--- src/rtl/bfly_pkg.sv ---
package bfly_pkg;
  // Lane word layout, MSB first: {valid, dest[AW], src[AW], data[DW]}
  function automatic int lane_width(input int aw, input int dw);
    return 1 + 2 * aw + dw;
  endfunction

  // Destination bit examined by column s of an aw-column fabric
  function automatic int column_bit(input int s, input int aw);
    return aw - 1 - s;
  endfunction
endpackage

--- src/rtl/bfly_element.sv ---
module bfly_element
  import bfly_pkg::*;
#(
  parameter int AW  = 3,
  parameter int DW  = 16,
  parameter int BIT = 2
) (
  input  logic [lane_width(AW, DW)-1:0] up_i,
  input  logic [lane_width(AW, DW)-1:0] dn_i,
  output logic [lane_width(AW, DW)-1:0] up_o,
  output logic [lane_width(AW, DW)-1:0] dn_o,
  output logic                          dn_lost_o
);
  localparam int W  = lane_width(AW, DW);
  localparam int VB = W - 1;
  localparam int SB = DW + AW + BIT;

  logic u_v, u_s, d_v, d_s;
  assign u_v = up_i[VB];
  assign u_s = up_i[SB];
  assign d_v = dn_i[VB];
  assign d_s = dn_i[SB];

  always_comb begin
    up_o      = '0;
    dn_o      = '0;
    dn_lost_o = 1'b0;
    if (u_v && !u_s) up_o = up_i;
    if (u_v &&  u_s) dn_o = up_i;
    if (d_v) begin
      if (u_v && (u_s == d_s)) dn_lost_o = 1'b1;
      else if (!d_s)           up_o = dn_i;
      else                     dn_o = dn_i;
    end
  end
endmodule

--- src/rtl/bfly_column.sv ---
module bfly_column
  import bfly_pkg::*;
#(
  parameter int N   = 8,
  parameter int AW  = 3,
  parameter int DW  = 16,
  parameter int BIT = 2
) (
  input  logic [N-1:0][lane_width(AW, DW)-1:0] lane_i,
  output logic [N-1:0][lane_width(AW, DW)-1:0] lane_o,
  output logic [N-1:0]                         lost_o
);
  localparam int HALF = N / 2;
  localparam int LOWM = (1 << BIT) - 1;

  for (genvar p = 0; p < HALF; p++) begin : g_pair
    localparam int LO = ((p >> BIT) << (BIT + 1)) | (p & LOWM);
    localparam int HI = LO | (1 << BIT);
    bfly_element #(.AW(AW), .DW(DW), .BIT(BIT)) u_el (
      .up_i     (lane_i[LO]),
      .dn_i     (lane_i[HI]),
      .up_o     (lane_o[LO]),
      .dn_o     (lane_o[HI]),
      .dn_lost_o(lost_o[HI])
    );
    assign lost_o[LO] = 1'b0;
  end
endmodule

--- src/rtl/bfly_fabric.sv ---
module bfly_fabric
  import bfly_pkg::*;
#(
  parameter int N  = 8,
  parameter int DW = 16,
  parameter int AW = $clog2(N)
) (
  input  logic            clk,
  input  logic            rst,
  input  logic [N-1:0]    in_valid,
  input  logic [N*AW-1:0] in_dest,
  input  logic [N*DW-1:0] in_data,
  output logic [N-1:0]    out_valid,
  output logic [N*DW-1:0] out_data,
  output logic [N*AW-1:0] out_src,
  output logic [N-1:0]    src_blocked
);
  localparam int W  = lane_width(AW, DW);
  localparam int VB = W - 1;

  logic [AW:0][N-1:0][W-1:0] lanes;
  logic [AW-1:0][N-1:0]      lost;
  logic [N-1:0]              blocked_d;

  for (genvar i = 0; i < N; i++) begin : g_in
    assign lanes[0][i] = {in_valid[i], in_dest[i*AW +: AW], AW'(i), in_data[i*DW +: DW]};
  end

  for (genvar s = 0; s < AW; s++) begin : g_col
    bfly_column #(.N(N), .AW(AW), .DW(DW), .BIT(column_bit(s, AW))) u_col (
      .lane_i(lanes[s]),
      .lane_o(lanes[s+1]),
      .lost_o(lost[s])
    );
  end

  always_comb begin
    blocked_d = '0;
    for (int s = 0; s < AW; s++) begin
      for (int l = 0; l < N; l++) begin
        if (lost[s][l]) blocked_d[lanes[s][l][DW +: AW]] = 1'b1;
      end
    end
  end

  always_ff @(posedge clk) begin
    if (rst) begin
      out_valid   <= '0;
      src_blocked <= '0;
    end else begin
      src_blocked <= blocked_d;
      for (int k = 0; k < N; k++) out_valid[k] <= lanes[AW][k][VB];
    end
  end

  always_ff @(posedge clk) begin
    for (int k = 0; k < N; k++) begin
      out_data[k*DW +: DW] <= lanes[AW][k][DW-1:0];
      out_src[k*AW +: AW]  <= lanes[AW][k][DW +: AW];
    end
  end


  reset_clear_chk: assert property (@(posedge clk)
    rst |=> (out_valid == '0 && src_blocked == '0));


  conserve_chk: assert property (@(posedge clk) disable iff (rst)
    !$past(rst) |-> ($countones(out_valid) + $countones(src_blocked) == $countones($past(in_valid))));


  idle_not_blocked_chk: assert property (@(posedge clk) disable iff (rst)
    !$past(rst) |-> ((src_blocked & ~$past(in_valid)) == '0));

  for (genvar k = 0; k < N; k++) begin : g_chk
    for (genvar i = 0; i < N; i++) begin : g_src

      delivery_chk: assert property (@(posedge clk) disable iff (rst)
        (!$past(rst) && out_valid[k] && out_src[k*AW +: AW] == AW'(i)) |->
          ($past(in_valid[i]) && $past(in_dest[i*AW +: AW]) == AW'(k) &&
           $past(in_data[i*DW +: DW]) == out_data[k*DW +: DW] && !src_blocked[i]));
    end
  end
endmodule

--- config.mk ---
export PLATFORM = sky130hd
export DESIGN_NAME = bfly_fabric
export DESIGN_NICKNAME = d
export VERILOG_FILES = /design/src/rtl/bfly_pkg.sv /design/src/rtl/bfly_element.sv /design/src/rtl/bfly_column.sv /design/src/rtl/bfly_fabric.sv
export SDC_FILE = /design/constraint.sdc
export NUM_CORES = 1
export LEC_CHECK = 0
export ABC_AREA = 0
export BUFFER_PORTS_ARGS = -buffer_cell sky130_fd_sc_hd__buf_2
export CAP_MARGIN = 20
export CELL_PAD_IN_SITES_DETAIL_PLACEMENT = 1
export CELL_PAD_IN_SITES_GLOBAL_PLACEMENT = 2
export CORE_MARGIN = 4
export CORE_UTILIZATION = 30
export DETAILED_ROUTE_END_ITERATION = 10
export PLACE_DENSITY_LB_ADDON = 0.1
export SYNTH_ARGS = -nofsm -noshare
export SYNTH_HDL_FRONTEND = slang
export SYNTH_SLANG_ARGS = --single-unit
export TNS_END_PERCENT = 5
--- constraint.sdc ---
create_clock -name clk -period 4.6 [get_ports clk]
set_input_delay 0.69 -clock clk [delete_from_list [all_inputs] [get_ports clk]]
set_output_delay 0.69 -clock clk [all_outputs]
set_load 0.1 [all_outputs]
==> flow_summary.json <==
{
  "status": "finished, final reports clean",
  "synthTopCellsByCount": "177 x o22ai_1, 168 x dfxtp_1, 98 x a22oi_1",
  "ioPinCount": 330,
  "hold_path.class": "primary input to flip-flop",
  "avgRoutedWirePerCell_um": 28.27,
  "max_cap_viol_count": 0,
  "clock_sinks": 168,
  "clk_pin_slew_ns": 0.08,
  "synth_edf_count": 0,
  "max_stage_delay_ns": 0.66,
  "synth-simple-area-share": 0.1040,
  "path_class": "primary input to flip-flop",
  "fin_crit_sh": 0.6568,
  "worstSetupStartpointType": "primary input",
  "grt_overflow": 0,
  "dieWidth_um": 176.4,
  "dieArea_um2": 31120,
  "vias": 9712,
  "fill_cells": 3346,
  "synth_top_family_by_area": "compound AO/OA/AOI/OAI gates",
  "grt_max_degree": 23,
  "die_h_um": 176.4,
  "setup_tns_ns": 0,
  "ys_seq_elements": 168,
  "hpwl_um": 35930,
  "netlist_area_um2": 8507,
  "finalPower_w": 0.004973,
  "ys.warnings.count": 0,
  "synth_ff_type": "dfxtp_1",
  "timing.slew.headroom": 0.3436,
  "nNetsFinal": 1376,
  "vdd_drop_max_mv": 0.2115,
  "synth_top_area_frac": 0.3954,
  "yosysTopAreaCell": "dfxtp_1",
  "hold_buffers": 0,
  "rows": 61,
  "max_freq_mhz": 331.0,
  "drt_pass1_iterations": 5,
  "routabilityCongestion": 0.9101,
  "path_common_cell": "buf_4",
  "core_area_um2": 27860,
  "ctsResizeCount": 0,
  "critPathMaxFanout": 21,
  "drv_slew": 0,
  "path_buf_inv": 3,
  "critical_path.top_delay_family": "simple AND/OR/NAND/NOR gates",
  "synthesis.area_per_instance_um2": 9.147,
  "root_buffer": "clkbuf_16",
  "crit_chain": "buf_2 -> and2_1 -> o31a_1 -> buf_4 -> mux2i_2 -> buf_4 -> nand2b_1 -> o22ai_1",
  "drc": 0,
  "hold_viol": 0,
  "required_ns": 4.95,
  "synth_area_leaders": "dfxtp_1 40%, o22ai_1 13%, a22oi_1 8.6%",
  "synthAdderAreaFrac": 0,
  "yosysMostFrequentCell": "o22ai_1",
  "first_global_vias": 9685,
  "clock_path_buffers": 2,
  "synth.area.mux_share": 0.01368,
  "worst_pin_slew_ns": 0.9763,
  "async_reset_ff_frac": 0,
  "end_kind": "flip-flop",
  "detail-route-antenna-nets": 0,
  "tritoncts": "built",
  "drtIter0Drc": 1099,
  "numCtsBuffers": 17,
  "synthXorXnorAreaFrac": 0.01133,
  "worst_ep_arrival_time_ns": 3.37,
  "synth_cell_types": 70,
  "grt_pass1_wl_um": 64800,
  "cts_setup_buffers": 0,
  "viasPerCell": 6.032,
  "wirelength_um": 45520,
  "synth_compound_area_frac": 0.4159,
  "h-tree-depth": 4,
  "antenna_found_initial": 5,
  "portBuffers": 329,
  "setup_viol": 0,
  "p_leak_nw": 4.580,
  "syn_nets": 1092,
  "syn_inst": 930,
  "initial_core_util": 0.3054,
  "min_period_ns": 3.021,
  "power_density_nw_per_um2": 450.5,
  "drive_gt1_frac": 0.3456,
  "seq_area_frac_synth": 0.3954,
  "rsz0062_at_grt": "false",
  "crit_slowest_cell": "and2_1",
  "grt.total_usage": 0.2771,
  "area_growth_pct": 29.77
}
[cells by family (layout without fill, tap and decap cells)]
family / after synthesis / in the layout
buffers and inverters: 108 / 405
and+or+nand+nor: 161 / 161
other: 1 / 6
DFF: 168 / 168
AOI/OAI and AO/OA: 471 / 471
xor gates and xnor gates: 11 / 11
muxes: 10 / 10
[per-stage QoR]
stage,cell area (um2),cells,worst slack (ns),util,hold slack [ns]
5_1_grt,11040,1610,1.349,0.3963,0.5250
3_5_place_dp,10430,1573,1.175,0.3744,0.9795
6_report,11040,1610,1.579,0.3963,0.5252
2_1_floorplan,8507,930,2.053,-,0.7624
3_3_place_gp,10430,1573,1.225,0.3744,0.9742
4_1_cts,11030,1605,1.611,0.3958,0.5100
[state kept, by name, summed over array words and instances, names as in the netlist]
name,count
out_data,128
out_src,24
out_valid,8
src_blocked,8
[cell type report]
cell class,instances,area [um2],area share
multi-input cells,654,4677,0.4237
well taps,378,473.0,0.04284
clock inverters,14,157.7,0.01428
clock buffers,18,439.2,0.03978
flip-flops and latches,168,3363,0.3047
repair buffers,357,1857,0.1682
inverters,16,60.06,0.005440
diodes,5,12.51,0.001133
[power breakdown]
| group | switching (W) | internal, W | leakage (nW) |
|---|---|---|---|
| logic | 0.00149 | 0.000380 | 2.91 |
| clock network | 0.000742 | 0.000746 | 0.293 |
| registers | 0.0000453 | 0.00157 | 1.38 |
| total | 0.00228 | 0.00270 | 4.58 |
[final timing paths]
path              cells past startpoint        endpoint   startpoint
hold / removal                        3  src_blocked[4]  in_valid[4]
setup / recovery                      8   out_data[115]   in_dest[2]
[metal layers]
| metal | part of all wire | global-route usage | up-vias | routed length [um] |
|---|---|---|---|---|
| li1 | - | - | 4337 | - |
| met1 | 0.46 | 0.4147 | 4728 | 21160 |
| met2 | 0.42 | 0.4020 | 588 | 19140 |
| met3 | 0.093 | 0.06188 | 59 | 4254 |
| met4 | 0.021 | 0.07060 | 0 | 966 |
| met5 | 0 | 0 | - | 0 |
[placed cells by master, fill, tap and decap left out, types with 6 or more instances in the layout]
| master | synthesis | layout |
|---|---|---|
| dfxtp_1 | 168 | 168 |
| nand2_1 | 43 | 43 |
| a41oi_1 | 8 | 8 |
| nor3_1 | 7 | 6 |
| and2_1 | 8 | 8 |
| inv_1 | 15 | 15 |
| nor2_1 | 23 | 22 |
| buf_2 | 35 | 329 |
| nand2b_1 | 11 | 11 |
| a22o_1 | 6 | 6 |
| a221o_1 | 29 | 29 |
| a22oi_1 | 98 | 98 |
| o22a_1 | 82 | 82 |
| clkbuf_16 | 0 | 17 |
| o22ai_1 | 177 | 177 |
| xnor2_1 | 7 | 7 |
| o22ai_2 | 9 | 9 |
| nand3_1 | 12 | 12 |
| nor2b_1 | 11 | 10 |
| buf_4 | 1 | 28 |
| nand3b_1 | 7 | 7 |
| a21oi_1 | 17 | 17 |
(Power assumes the default switching activity.)
